$ cat config.mk
export PLATFORM = sky130hd
export DESIGN_NAME = flash_cmd_seq
export DESIGN_NICKNAME = d
export VERILOG_FILES = /design/src/rtl/flash_seq_pkg.sv /design/src/rtl/flash_op_decode.sv /design/src/rtl/flash_id_bytes.sv /design/src/rtl/flash_addr_step.sv /design/src/rtl/flash_cmd_seq.sv
export SDC_FILE = /design/constraint.sdc
export NUM_CORES = 1
export LEC_CHECK = 0
export ABC_AREA = 1
export BUFFER_PORTS_ARGS = -buffer_cell sky130_fd_sc_hd__buf_2
export CAP_MARGIN = 20
export CORE_MARGIN = 2
export CORE_UTILIZATION = 45
export DETAILED_ROUTE_END_ITERATION = 8
export PLACE_DENSITY_LB_ADDON = 0.05
export SLEW_MARGIN = 0
export SYNTH_ARGS = -nofsm -noshare
export SYNTH_HDL_FRONTEND = slang
export SYNTH_SLANG_ARGS = --single-unit
$ cat constraint.sdc
create_clock -name clk -period 2.8 [get_ports clk]
set_input_delay 0.14 -clock clk [delete_from_list [all_inputs] [get_ports clk]]
set_output_delay 0.14 -clock clk [all_outputs]
set_load 0.05 [all_outputs]
$ cat src/rtl/flash_seq_pkg.sv
package flash_seq_pkg;

    localparam int ADDR_W     = 24;
    localparam int ADDR_BYTES = 3;
    localparam int CNT_W      = 4;
    localparam int POS_W      = 3;

    localparam logic [7:0] OP_NOP    = 8'h00;
    localparam logic [7:0] OP_WRSR   = 8'h01;
    localparam logic [7:0] OP_PROG1  = 8'h02;
    localparam logic [7:0] OP_READ   = 8'h03;
    localparam logic [7:0] OP_WRDI   = 8'h04;
    localparam logic [7:0] OP_RDSR   = 8'h05;
    localparam logic [7:0] OP_WREN   = 8'h06;
    localparam logic [7:0] OP_FREAD  = 8'h0B;
    localparam logic [7:0] OP_ER4K   = 8'h20;
    localparam logic [7:0] OP_PROG4  = 8'h32;
    localparam logic [7:0] OP_DOREAD = 8'h3B;
    localparam logic [7:0] OP_ER32K  = 8'h52;
    localparam logic [7:0] OP_QOREAD = 8'h6B;
    localparam logic [7:0] OP_RDID   = 8'h9F;
    localparam logic [7:0] OP_PROG2  = 8'hA2;
    localparam logic [7:0] OP_DIREAD = 8'hBB;
    localparam logic [7:0] OP_BULK   = 8'hC7;
    localparam logic [7:0] OP_ERSEC  = 8'hD8;
    localparam logic [7:0] OP_QIREAD = 8'hEB;

    typedef enum logic [2:0] {
        ST_IDLE    = 3'd0,
        ST_PROG    = 3'd1,
        ST_READ    = 3'd2,
        ST_COLLECT = 3'd3,
        ST_RETURN  = 3'd4
    } seq_state_e;

    typedef enum logic [3:0] {
        OC_NONE  = 4'd0,
        OC_WREN  = 4'd1,
        OC_WRDI  = 4'd2,
        OC_RDSR  = 4'd3,
        OC_RDID  = 4'd4,
        OC_WRSR  = 4'd5,
        OC_BULK  = 4'd6,
        OC_READ  = 4'd7,
        OC_PROG  = 4'd8,
        OC_ERASE = 4'd9
    } op_class_e;

    typedef struct packed {
        seq_state_e        st;
        logic              wel;
        logic [7:0]        op;
        logic [ADDR_W-1:0] addr;
        logic [CNT_W-1:0]  cnt;
        logic [POS_W-1:0]  pos;
        logic [7:0]        stat;
        logic [7:0]        tx;
        logic              er_req;
        logic [1:0]        er_kind;
        logic [ADDR_W-1:0] er_addr;
        logic              pg_req;
        logic [ADDR_W-1:0] pg_addr;
        logic [7:0]        pg_data;
    } seq_regs_t;

endpackage

$ cat src/rtl/flash_op_decode.sv
module flash_op_decode
    import flash_seq_pkg::*;
#(
    parameter logic [7:0] MFR_ID = 8'h20
) (
    input  logic [7:0]       op,
    output op_class_e        cls,
    output logic [CNT_W-1:0] need,
    output logic [1:0]       kind
);
    localparam logic SHORT_IO = (MFR_ID == 8'hEF) || (MFR_ID == 8'h01);
    localparam logic [CNT_W-1:0] DIO_NEED = SHORT_IO ? CNT_W'(4) : CNT_W'(5);
    localparam logic [CNT_W-1:0] QIO_NEED = SHORT_IO ? CNT_W'(6) : CNT_W'(8);

    always_comb begin
        cls  = OC_NONE;
        need = '0;
        kind = 2'd0;
        case (op)
            OP_WREN: cls = OC_WREN;
            OP_WRDI: cls = OC_WRDI;
            OP_RDSR: cls = OC_RDSR;
            OP_RDID: cls = OC_RDID;
            OP_WRSR: begin cls = OC_WRSR; need = CNT_W'(1); end
            OP_BULK: begin cls = OC_BULK; kind = 2'd3; end
            OP_READ: begin cls = OC_READ; need = CNT_W'(3); end
            OP_FREAD, OP_DOREAD, OP_QOREAD: begin
                cls  = OC_READ;
                need = CNT_W'(4);
            end
            OP_DIREAD: begin cls = OC_READ; need = DIO_NEED; end
            OP_QIREAD: begin cls = OC_READ; need = QIO_NEED; end
            OP_PROG1, OP_PROG2, OP_PROG4: begin
                cls  = OC_PROG;
                need = CNT_W'(3);
            end
            OP_ER4K:  begin cls = OC_ERASE; need = CNT_W'(3); kind = 2'd0; end
            OP_ER32K: begin cls = OC_ERASE; need = CNT_W'(3); kind = 2'd1; end
            OP_ERSEC: begin cls = OC_ERASE; need = CNT_W'(3); kind = 2'd2; end
            default: cls = OC_NONE;
        endcase
    end
endmodule

$ cat src/rtl/flash_id_bytes.sv
module flash_id_bytes
    import flash_seq_pkg::*;
#(
    parameter logic [7:0]  MFR_ID = 8'h20,
    parameter logic [15:0] DEV_ID = 16'h2014,
    parameter logic [15:0] EXT_ID = 16'h0000
) (
    input  logic [POS_W-1:0] pos,
    output logic [7:0]       id_byte,
    output logic [POS_W-1:0] id_len
);
    generate
        if (EXT_ID != 16'h0000) begin : g_long
            assign id_len = POS_W'(5);
        end else begin : g_short
            assign id_len = POS_W'(3);
        end
    endgenerate

    always_comb begin
        case (pos)
            3'd0:    id_byte = MFR_ID;
            3'd1:    id_byte = DEV_ID[15:8];
            3'd2:    id_byte = DEV_ID[7:0];
            3'd3:    id_byte = EXT_ID[15:8];
            3'd4:    id_byte = EXT_ID[7:0];
            default: id_byte = 8'h00;
        endcase
    end
endmodule

$ cat src/rtl/flash_addr_step.sv
module flash_addr_step
    import flash_seq_pkg::*;
#(
    parameter int DEV_SIZE = 1 << 20
) (
    input  logic [ADDR_W-1:0] addr,
    output logic [ADDR_W-1:0] rd_next,
    output logic [ADDR_W-1:0] pg_next
);
    localparam logic [ADDR_W-1:0] LAST = ADDR_W'(DEV_SIZE - 1);

    assign pg_next = addr + ADDR_W'(1);

    generate
        if ((DEV_SIZE & (DEV_SIZE - 1)) == 0) begin : g_pow2
            assign rd_next = (addr + ADDR_W'(1)) & LAST;
        end else begin : g_cmp
            assign rd_next = (addr >= LAST) ? '0 : addr + ADDR_W'(1);
        end
    endgenerate
endmodule

$ cat src/rtl/flash_cmd_seq.sv
module flash_cmd_seq
    import flash_seq_pkg::*;
#(
    parameter int          DEV_SIZE = 1 << 20,
    parameter logic [7:0]  MFR_ID   = 8'h20,
    parameter logic [15:0] DEV_ID   = 16'h2014,
    parameter logic [15:0] EXT_ID   = 16'h0000
) (
    input  logic              clk,
    input  logic              rst_n,
    input  logic              cs_start,
    input  logic              rx_valid,
    input  logic [7:0]        rx_byte,
    output logic [7:0]        tx_byte,
    output logic [ADDR_W-1:0] rd_addr,
    input  logic [7:0]        rd_data,
    output logic              erase_req,
    output logic [1:0]        erase_kind,
    output logic [ADDR_W-1:0] erase_addr,
    output logic              prog_req,
    output logic [ADDR_W-1:0] prog_addr,
    output logic [7:0]        prog_data
);
    seq_regs_t q, d;

    seq_state_e        base_st;
    logic [7:0]        op_sel;
    op_class_e         dec_cls;
    logic [CNT_W-1:0]  dec_need;
    logic [1:0]        dec_kind;
    logic [7:0]        id_byte;
    logic [POS_W-1:0]  id_len;
    logic [POS_W-1:0]  ret_len;
    logic [ADDR_W-1:0] rd_next;
    logic [ADDR_W-1:0] pg_next;
    logic [ADDR_W-1:0] addr_col;
    logic [CNT_W-1:0]  cnt_inc;
    logic [POS_W-1:0]  pos_inc;
    logic              wel_w;
    logic [2:0]        state_w;

    assign base_st = cs_start ? ST_IDLE : q.st;
    assign op_sel  = (base_st == ST_IDLE) ? rx_byte : q.op;

    flash_op_decode #(.MFR_ID(MFR_ID)) u_dec (
        .op   (op_sel),
        .cls  (dec_cls),
        .need (dec_need),
        .kind (dec_kind)
    );

    flash_id_bytes #(.MFR_ID(MFR_ID), .DEV_ID(DEV_ID), .EXT_ID(EXT_ID)) u_id (
        .pos     (q.pos),
        .id_byte (id_byte),
        .id_len  (id_len)
    );

    flash_addr_step #(.DEV_SIZE(DEV_SIZE)) u_step (
        .addr    (q.addr),
        .rd_next (rd_next),
        .pg_next (pg_next)
    );

    assign addr_col = (q.cnt < CNT_W'(ADDR_BYTES)) ? {q.addr[ADDR_W-9:0], rx_byte} : q.addr;
    assign cnt_inc  = q.cnt + CNT_W'(1);
    assign pos_inc  = q.pos + POS_W'(1);
    assign ret_len  = (q.op == OP_RDSR) ? POS_W'(1) : id_len;

    always_comb begin
        d        = q;
        d.er_req = 1'b0;
        d.pg_req = 1'b0;
        if (cs_start) begin
            d.st  = ST_IDLE;
            d.cnt = '0;
            d.pos = '0;
        end
        if (rx_valid) begin
            d.tx = 8'h00;
            case (base_st)
                ST_IDLE: begin
                    d.op  = rx_byte;
                    d.cnt = '0;
                    d.pos = '0;
                    case (dec_cls)
                        OC_WREN: d.wel = 1'b1;
                        OC_WRDI: d.wel = 1'b0;
                        OC_RDSR: begin
                            d.stat = {6'b0, q.wel, 1'b0};
                            d.st   = ST_RETURN;
                        end
                        OC_RDID: d.st = ST_RETURN;
                        OC_WRSR: if (q.wel) d.st = ST_COLLECT;
                        OC_BULK: if (q.wel) begin
                            d.er_req  = 1'b1;
                            d.er_kind = dec_kind;
                            d.er_addr = '0;
                        end
                        OC_READ, OC_PROG, OC_ERASE: d.st = ST_COLLECT;
                        default: d.st = ST_IDLE;
                    endcase
                end
                ST_COLLECT: begin
                    d.addr = addr_col;
                    d.cnt  = cnt_inc;
                    if (cnt_inc == dec_need) begin
                        d.st = ST_IDLE;
                        case (dec_cls)
                            OC_PROG: d.st = ST_PROG;
                            OC_READ: d.st = ST_READ;
                            OC_ERASE: if (q.wel) begin
                                d.er_req  = 1'b1;
                                d.er_kind = dec_kind;
                                d.er_addr = addr_col;
                            end
                            OC_WRSR: d.wel = 1'b0;
                            default: d.st = ST_IDLE;
                        endcase
                    end
                end
                ST_RETURN: begin
                    d.tx = (q.op == OP_RDSR) ? q.stat : id_byte;
                    if (pos_inc == ret_len) begin
                        d.st  = ST_IDLE;
                        d.pos = '0;
                    end else begin
                        d.pos = pos_inc;
                    end
                end
                ST_READ: begin
                    d.tx   = rd_data;
                    d.addr = rd_next;
                end
                ST_PROG: begin
                    d.pg_req  = 1'b1;
                    d.pg_addr = q.addr;
                    d.pg_data = rx_byte;
                    d.addr    = pg_next;
                end
                default: d.st = ST_IDLE;
            endcase
        end
    end

    always_ff @(posedge clk or negedge rst_n) begin
        if (!rst_n) q <= '0;
        else        q <= d;
    end

    assign tx_byte    = q.tx;
    assign rd_addr    = q.addr;
    assign erase_req  = q.er_req;
    assign erase_kind = q.er_kind;
    assign erase_addr = q.er_addr;
    assign prog_req   = q.pg_req;
    assign prog_addr  = q.pg_addr;
    assign prog_data  = q.pg_data;
    assign wel_w      = q.wel;
    assign state_w    = q.st;
endmodule

## Word level (Yosys, flattened, before mapping)

Index checks and enable logic that the tools add are counted.

- Add/sub/neg operators: 3
- $mul: 0
- Divide/modulo/power cells: 0
- Order comparisons: 1
- Equality and inequality tests: 43
- Shifts and indexed selects: 0
- Multiplexer cells: 34
- Bitwise gates (word level): 0
- Reductions and logical operators: 19

Operators by type and width:

| cell | number |
|---|---|
| 27-bit 2-to-1 mux | 5 |
| 119-bit 2-to-1 mux | 1 |
| 24-bit case mux with 3 select lines | 1 |
| 27-bit case mux with 2 select lines | 1 |
| 8-bit == test, second input constant | 6 |
| 4-bit case mux with 9 select lines | 1 |
| 33-bit 2-to-1 mux | 1 |
| 8-bit by 3-bit == test with 1-bit output, second input constant | 4 |
| 24-bit by 1-bit adder with 24-bit output, second input constant | 1 |
| 8-bit by 6-bit == test with 1-bit output, second input constant | 3 |
| 24-bit 2-to-1 mux | 1 |
| 8-bit 2-to-1 mux | 3 |
| 3-bit case mux with 4 select lines | 2 |
| 4-bit case mux with 5 select lines | 1 |
| 4-bit by 3-bit == test with 1-bit output, second input constant | 4 |
| 8-bit by 2-bit == test with 1-bit output, second input constant | 2 |
| 8-bit by 7-bit == test with 1-bit output, second input constant | 2 |
| 8-bit case mux with 2 select lines | 1 |
| 3-bit OR reduction | 5 |
| 3-bit 2-to-1 mux | 4 |
| 6-bit case mux with 2 select lines | 1 |
| 3-bit by 2-bit == test with 1-bit output, second input constant | 3 |
| 4-bit by 2-bit == test with 1-bit output, second input constant | 2 |
| 4-bit == test, second input constant | 2 |
| 32 further kinds | 43 |

- Register bits: 112
- Bits in latches: 0
- Bits in writable memories: 0
- ROM bits: 0
- Input bits: 20
- Output and inout bits: 92
- Word-level logic and storage cells: 114
- Memories kept: 0

## Depth between registers and ports, before layout

Gate-level depths: netlist of the first run.

- Depth in word-level cells: 11
- Mapped depth: 21
- Gate-level depth less buffers: 21

## Hierarchy

Synthesis of the first run repeated with hierarchy kept, for this count alone.

- Cell total of the unflattened synthesis: 1086
- Area total of the unflattened synthesis: 7712.4 um2

By module, submodules not included:

| module | times used | cells an instance | area each (um2) |
|---|---|---|---|
| flash_cmd_seq | 1 | 834 | 6338.6 |
| flash_addr_step | 1 | 146 | 893.4 |
| flash_op_decode | 1 | 91 | 387.9 |
| flash_id_bytes | 1 | 15 | 92.6 |

## Least setup slack after synthesis of the first run

No wires, ideal clock.

- Kind: register to register
- Start: reg q, in the netlist state_w[0]
- End: reg q, in the netlist erase_addr[0]
- Arrival time: 2.229 ns
- Data required time: 2.682 ns
- Setup slack: 0.454 ns
- Cell stages (with the launch flop): 18
- Clock period less this slack: 2.346 ns
- Path through: dfrtp_1 -> o21ai_2 -> buf_6 -> nand3_1 -> nand2_2 -> nand2_2 -> nor2_4 -> nand3_1 -> nand2_1 -> nand2_1 -> nand3b_4 -> nor2_4 -> nand2_4 -> nand2_4 -> nand3_4 -> buf_6 -> nand2_2 -> o21ai_2

- Cells in the longest elaborated chain, start to end: 9
- Elaborated cells between the ends (all ways): 40
- Those cells by class: 27 x eq/ne; 5 x mux; 8 x reduce/logical

Ends and longest elaborated chain:

| what | line | text |
|---|---|---|
| start: declaration | flash_cmd_seq.sv:24 | `seq_regs_t q, d;` |
| start signal: assignment | flash_cmd_seq.sv:146 | `if (!rst_n) q <= '0;` |
| start signal: assignment | flash_cmd_seq.sv:147 | `else q <= d;` |
| 3-bit 2-to-1 mux (*) | flash_cmd_seq.sv:42 | `assign base_st = cs_start ? ST_IDLE : q.st;` |
| 3-bit logical NOT | flash_cmd_seq.sv:43, flash_cmd_seq.sv:80 |  |
| 8-bit 2-to-1 mux | flash_cmd_seq.sv:43 | `assign op_sel = (base_st == ST_IDLE) ? rx_byte : q.op;` |
| 8-bit by 2-bit == test with 1-bit output, or another cell as far along | flash_op_decode.sv:19 | `case (op)` |
| 6-bit OR reduction (no source line), or another cell as far along | n/a |  |
| 4-bit case mux with 9 select lines / 4-bit case mux with 5 select lines (equally long branches) | flash_op_decode.sv:19 |  |
| 4-bit == test, or another cell as far along | flash_cmd_seq.sv:108 | `case (dec_cls)` |
| 2-bit by 1-bit != test with 1-bit output (no source line) / 2-bit != test (equally long branches) | n/a |  |
| 7-bit AND reduction (no source line) | n/a |  |

Every way passes the cells marked *; elsewhere a longest branch is shown, timed or not.
A chain may end at the register's enable or synchronous reset.

## Worst setup path after layout of the first run

- Start: reg q, in the netlist rd_addr[1]
- End: reg q, in the netlist rd_addr[19]

- Cells in the longest elaborated chain, start to end: 2

Ends and longest elaborated chain:

| what | line | text |
|---|---|---|
| 24-bit by 1-bit adder with 24-bit output | flash_addr_step.sv:16 | `assign rd_next = (addr + ADDR_W'(1)) & LAST;` |
| 24-bit case mux with 3 select lines | flash_cmd_seq.sv:80 | `case (base_st)` |

Every way passes these cells.

==> results of run 1 <==
[per-stage QoR]
step	std cells	utilization, %	instance area (um2)
floorplan	973	-	7260
global placement	1191	46.9	7420
detailed placement	1191	46.9	7420
CTS	1211	49.0	7750
global route	1213	49.3	7810
finish	1213	49.3	7810
[kinds of logic after synthesis]
kind of cell	synth area share, %
simple gates	28.1
buf+inv	16.7
compound gates	14.9
xor+xnor	0.965
flops	38.6
fa+ha+maj	0.690
[area by class of cell]
| type | count | area (um2) |
|---|---|---|
| multi-input cells | 644 | 3300 |
| clock buffers | 11 | 253 |
| well taps | 216 | 270 |
| fillers | 1644 | 8020 |
| repair buffers | 139 | 820 |
| flip-flops and latches | 112 | 2810 |
| inverters | 86 | 323 |
| clock inverters | 5 | 38.8 |
[worst min-delay path: cells and delay by family]
family                 cells  cell delay, ps
and+or+nand+nor            2             130
buffers and inverters      1              70
[repair_timing]
action                                  4_1_cts  5_1_grt
hold buffers                                  4        0
endpoints found under the setup margin        0       30
hold endpoints to repair                     29        0
buffers inserted                              0        1
resized for setup                             0       13
[layer usage]
layer  GRT usage, %  routed length [um]  up-vias
met4           9.26                 486        0
met2           40.0                9820      127
li1               -                   -     3119
met1           28.8                8470     2933
met5              0                   0        -
met3           2.32                 539       33
[state kept, by name, summed over array words and instances (netlist names)]
signal      cells
erase_kind      2
erase_req       1
erase_addr     24
tx_byte         8
prog_addr      24
state_w         3
wel_w           1
q              16
prog_req        1
rd_addr        24
prog_data       8
[power by group]
group / switching (uW) / internal [uW] / total [uW]
sequential: 376 / 2010 / 2390
combinational: 2430 / 715 / 3140
clock: 638 / 661 / 1300
total: 3440 / 3390 / 6830
[layout by cell type (no fill, tap or decap), drive strengths merged]
cell type and n:
nand3b 2, or3 1, a211oi 2, nand3 69, ha 4, or2 1
o21ai 126, nor2 86, xor2 7, clkbuf 11, and2 1, clkinvlp 1
buf 135, xnor2 1, o211ai 1, dfrtp 112, inv 88, o31ai 2
nor4 2, a31oi 6, a21oi 22, a22oi 10, nand2 256, clkinv 2
nand4 18, o221ai 2, dlygate4sd3 4, a31o 1, nor3 13, o32ai 2
o22ai 9
[how the worst min path moves through the flow]
stage	end	slack, ps	cells after the start	startpoint
2_1_floorplan	erase_addr[0]	-160	0	rst_n
3_3_place_gp	q[110]	100	1	rst_n
3_5_place_dp	q[108]	100	1	rst_n
4_1_cts	tx_byte[3]	4	3	rd_data[3]
5_1_grt	tx_byte[3]	10	3	rd_data[3]
6_report	tx_byte[3]	9	3	rd_data[3]
==> impl_metrics.json, run 1 <==
{
  "status": "finished clean",
  "slew_headroom_pct": 43.9,
  "path_cells": "inv_1, nor3_1, nand2_1, nor2_1, nand2_1, inv_1, nand3_1, nor2_1, nand2_1, nor2_1, nand4_1, xor2_1, o21ai_0, a21oi_1",
  "finClkSkew_ps": 10.5,
  "die_w_um": 131,
  "reg2reg_depth": 14,
  "cp_max_fo": 4,
  "synth-edff-count": 0,
  "htreeDepth": 3,
  "floorplan.die_area_um2": 17200,
  "grtUsageTotal_pct": 22.8,
  "power_density_nw_per_um2": 875,
  "finalPower_uw": 6830,
  "wl_per_cell_um": 15.9,
  "start_kind": "register",
  "cts_tree": "done",
  "synthesis.nets": 997,
  "yosysMostFrequentCell": "nand2_1",
  "worst_setup_path_end_kind": "register",
  "cts_buffer_depth": 2,
  "io_pins": 112,
  "syn_inst": 973,
  "yosysWarnings": 0,
  "wl_mm": 19.3,
  "fin_ws_ps": 193,
  "synth_cell_types": 38,
  "avgViaCountPerCell": 5.12,
  "critical_path_class": "register to register",
  "core_um2": 15800,
  "grt_overflow": 0,
  "clock_latency_ps": 360,
  "required_ps": 3090,
  "portBuffers": 111,
  "ys_top_cells_by_count": "nand2_1 (216), dfrtp_1 (112), o21ai_0 (101)",
  "tightest_slew_ps": 840,
  "r2r-start": "rd_addr[1]",
  "cp.arrival_ps": 2890,
  "final-setup-viol-count": 0,
  "gp_congestion": 0.941,
  "tns_ps": 0,
  "synthFlopType": "dfrtp_1",
  "path_depth": 14,
  "holdWs_ps": 8.50,
  "grt_pass1_vias": 5895,
  "dieHeight_um": 131,
  "max-cap-violations": 0,
  "path_delay_family": "simple AND/OR/NAND/NOR gates",
  "dp_hpwl_mm": 14.4,
  "grt_setup_unrepaired": "no",
  "antenna_found_initial": 0,
  "rows": 46,
  "ant_nets": 0,
  "seq_area_frac_synth_pct": 38.6,
  "maxSlewViolCount": 0,
  "synth_area_um2": 7260,
  "ys_ff_latch": 112,
  "clockRootBuffer": "clkbuf_16",
  "antennaDiodeCount": 0,
  "syn_area_per_cell_um2": 7.46,
  "worst-path-buf-inv": 2,
  "pre_cts_slack_ps": 52.8,
  "yosysTopAreaCell": "dfrtp_1",
  "hold_path.class": "input pin to register",
  "r2r_slack_ps": 190,
  "fin_crit_ps": 2610,
  "slowest_stage": "dfrtp_1",
  "finalHoldViolCount": 0,
  "synth_area_leaders": "dfrtp_1 (39%), nand2_1 (11%), buf_4 (9.3%)",
  "area_growth_syn_to_layout_pct": 7.57,
  "start_util_pct": 45.9,
  "clkSinkCount": 112,
  "grt_pass1_wl_mm": 30.1,
  "critPathLaunch": "rd_addr[1]",
  "cts_made_buffers": 9,
  "endpoint": "rd_addr[19]",
  "synthDominantCellAreaShare_pct": 38.6,
  "ir_drop_mv": 0.557,
  "drt_iter0_drc": 376,
  "vias": 6212,
  "first_pass_iters": 5,
  "async_flop_share_pct": 100,
  "clkTransAtPathRegs_ps": 70,
  "nets": 1016,
  "fin_crit_sh_pct": 93.1,
  "drive_above_1_share_pct": 24.8,
  "drc_errors": 0,
  "max_stage_delay_ps": 410,
  "fmax_ghz": 0.384,
  "reg2reg_to": "rd_addr[19]",
  "grt_max_degree": 65,
  "power_leakage_uw": 0.00383
}
Power figures use the tool's default switching activity.
==> inputs of run 2 (changes only) <==
--- a/config.mk
+++ b/config.mk
@@ -9,7 +9,7 @@
 export BUFFER_PORTS_ARGS = -buffer_cell sky130_fd_sc_hd__buf_2
 export CAP_MARGIN = 20
 export CORE_MARGIN = 2
-export CORE_UTILIZATION = 45
+export CORE_UTILIZATION = 49
 export DETAILED_ROUTE_END_ITERATION = 8
 export PLACE_DENSITY_LB_ADDON = 0.05
 export SLEW_MARGIN = 0
==> impl_metrics.json, run 2 (synthesis gave the netlist of run 1 again) <==
{
  "start_kind": "register",
  "die_w_um": 126,
  "core_um2": 14500,
  "finClkSkew_ps": 8.84,
  "hold_path.class": "input pin to register",
  "power_density_nw_per_um2": 866,
  "tightest_slew_ps": 707,
  "critPathLaunch": "state_w[0]",
  "required_ps": 3050,
  "final-setup-viol-count": 0,
  "pre_cts_slack_ps": 155,
  "ant_nets": 0,
  "slew_headroom_pct": 52.5,
  "htreeDepth": 3,
  "io_pins": 112,
  "rows": 44,
  "worst-path-buf-inv": 4,
  "fin_crit_sh_pct": 93.1,
  "power_frac_clock_pct": 19.1,
  "grt_overflow": 0,
  "antenna_found_initial": 0,
  "vias": 6271,
  "mostFrequentLayoutCell": "nand2_1",
  "start_util_pct": 50.1,
  "fin_crit_ps": 2610,
  "status": "finished clean",
  "antennaDiodeCount": 0,
  "finalHoldViolCount": 0,
  "floorplan.die_area_um2": 15800,
  "area_growth_syn_to_layout_pct": 7.93,
  "path_delay_family": "simple AND/OR/NAND/NOR gates",
  "slowest_stage": "dfrtp_2",
  "drt_iter0_drc": 510,
  "r2r-start": "state_w[0]",
  "first_pass_iters": 5,
  "dieHeight_um": 126,
  "grt_setup_unrepaired": "yes",
  "grt_pass1_vias": 6026,
  "internal_power_uw": 3370,
  "drc_errors": 0,
  "max_stage_delay_ps": 450,
  "drive_above_1_share_pct": 24.7,
  "wl_per_cell_um": 15.7,
  "portBuffers": 111,
  "max-cap-violations": 0,
  "ir_drop_mv": 0.626,
  "grtUsageTotal_pct": 24.0,
  "grt_pass1_wl_mm": 30.3,
  "dp_hpwl_mm": 13.7,
  "cp.arrival_ps": 2860,
  "pwr-share-comb_pct": 45.8,
  "worstHoldStart": "rx_byte[2]",
  "maxSlewViolCount": 0,
  "clkTransAtPathRegs_ps": 80,
  "nets": 1022,
  "gp_congestion": 0.921,
  "wl_mm": 18.6,
  "switching_share_pct": 50.3,
  "switching_power_uw": 3410,
  "cts_tree": "done",
  "path_cells": "o21ai_4, buf_6, nand3_1, nand2_2, nand2_1, nor2_2, inv_2, nor2_2, nor2_4, inv_2, nor2_1, nor3_1, nand3_4, buf_12, nand2_2, o21ai_2",
  "power_leakage_uw": 0.00387,
  "cts_made_buffers": 9,
  "mostFrequentLayoutCells": "nand2_1 (214), buf_2 (110), dfrtp_1 (109)",
  "critical_path_class": "register to register",
  "cp_max_fo": 30,
  "pwr-share-seq_pct": 35.1,
  "clkSinkCount": 112,
  "clock_latency_ps": 360,
  "cts_buffer_depth": 2,
  "holdWs_ps": 7.29,
  "avgViaCountPerCell": 5.28,
  "fmax_ghz": 0.383,
  "clockRootBuffer": "clkbuf_16",
  "grt_max_degree": 65,
  "worst_setup_path_end_kind": "register",
  "fin_ws_ps": 192
}
## run 2: cell count changes in the layout (fill, tap and decap cells not counted), sizes merged
cell         before  now
buf             135  138
clkinvlp          1    0
dlygate4sd3       4    6
clkbuf           11   13
## run 2: final timing paths
check | cells past startpoint | end | slack [ps]
min | 3 | q[109] | 7
min reg2reg | 2 | tx_byte[3] | 480
max | 16 | erase_addr[13] | 190
max in group asynchronous | 3 | tx_byte[7] | 1690
min in group asynchronous | 2 | prog_addr[21] | 340
max reg2reg | 16 | erase_addr[13] | 190
## run 2: area by class of cell
class                           instances  area (um2)
Clock buffer                           12         256
Fill cell                            1481        6650
Tap cell                              184         230
Sequential cell                       112        2810
Timing Repair Buffer                  145         877
Inverter                               86         323
Multi-Input combinational cell        644        3310
Clock inverter                          4        35.0
## run 2: worst min-delay path, stage by stage
cell	delay, ps
buf_2	90
nand2_1	40
o21ai_0	60
## run 2: what timing repair did
action                                  CTS  global route
endpoints found under the setup margin    0            33
gates resized for setup                   0            17
hold endpoints to repair                 54             0
buffers inserted                          0             5
hold buffers                              6             0
## run 2: through the flow
step | cells | cell area, um2 | setup TNS (ps) | total power (uW) | util [%]
floorplan | 973 | 7260 | 0 | 5140 | -
global placement | 1158 | 7370 | 0 | 5480 | 50.9
detailed placement | 1158 | 7370 | 0 | 5490 | 50.9
CTS | 1180 | 7720 | 0 | 6800 | 53.3
global route | 1187 | 7830 | -64.3 | 7190 | 54.1
finish | 1187 | 7830 | 0 | 6790 | 54.1
## run 2: power groups by stage
| stage | sequential [uW] | combinational, uW | clock, uW |
|---|---|---|---|
| after detailed placement | 2410 | 3090 | 0 |
| after CTS | 2370 | 3100 | 1330 |
| after floorplan | 2300 | 2840 | 0 |
| final | 2380 | 3110 | 1300 |
| after global routing | 2440 | 3340 | 1410 |
| after global placement | 2400 | 3080 | 0 |
## run 2: layer usage
| layer | share of wire [%] | GRT usage (%) |
|---|---|---|
| met5 | 0 | 0 |
| met4 | 2.9 | 9.74 |
| met3 | 4.6 | 3.99 |
| met2 | 51 | 41.3 |
| met1 | 42 | 30.0 |
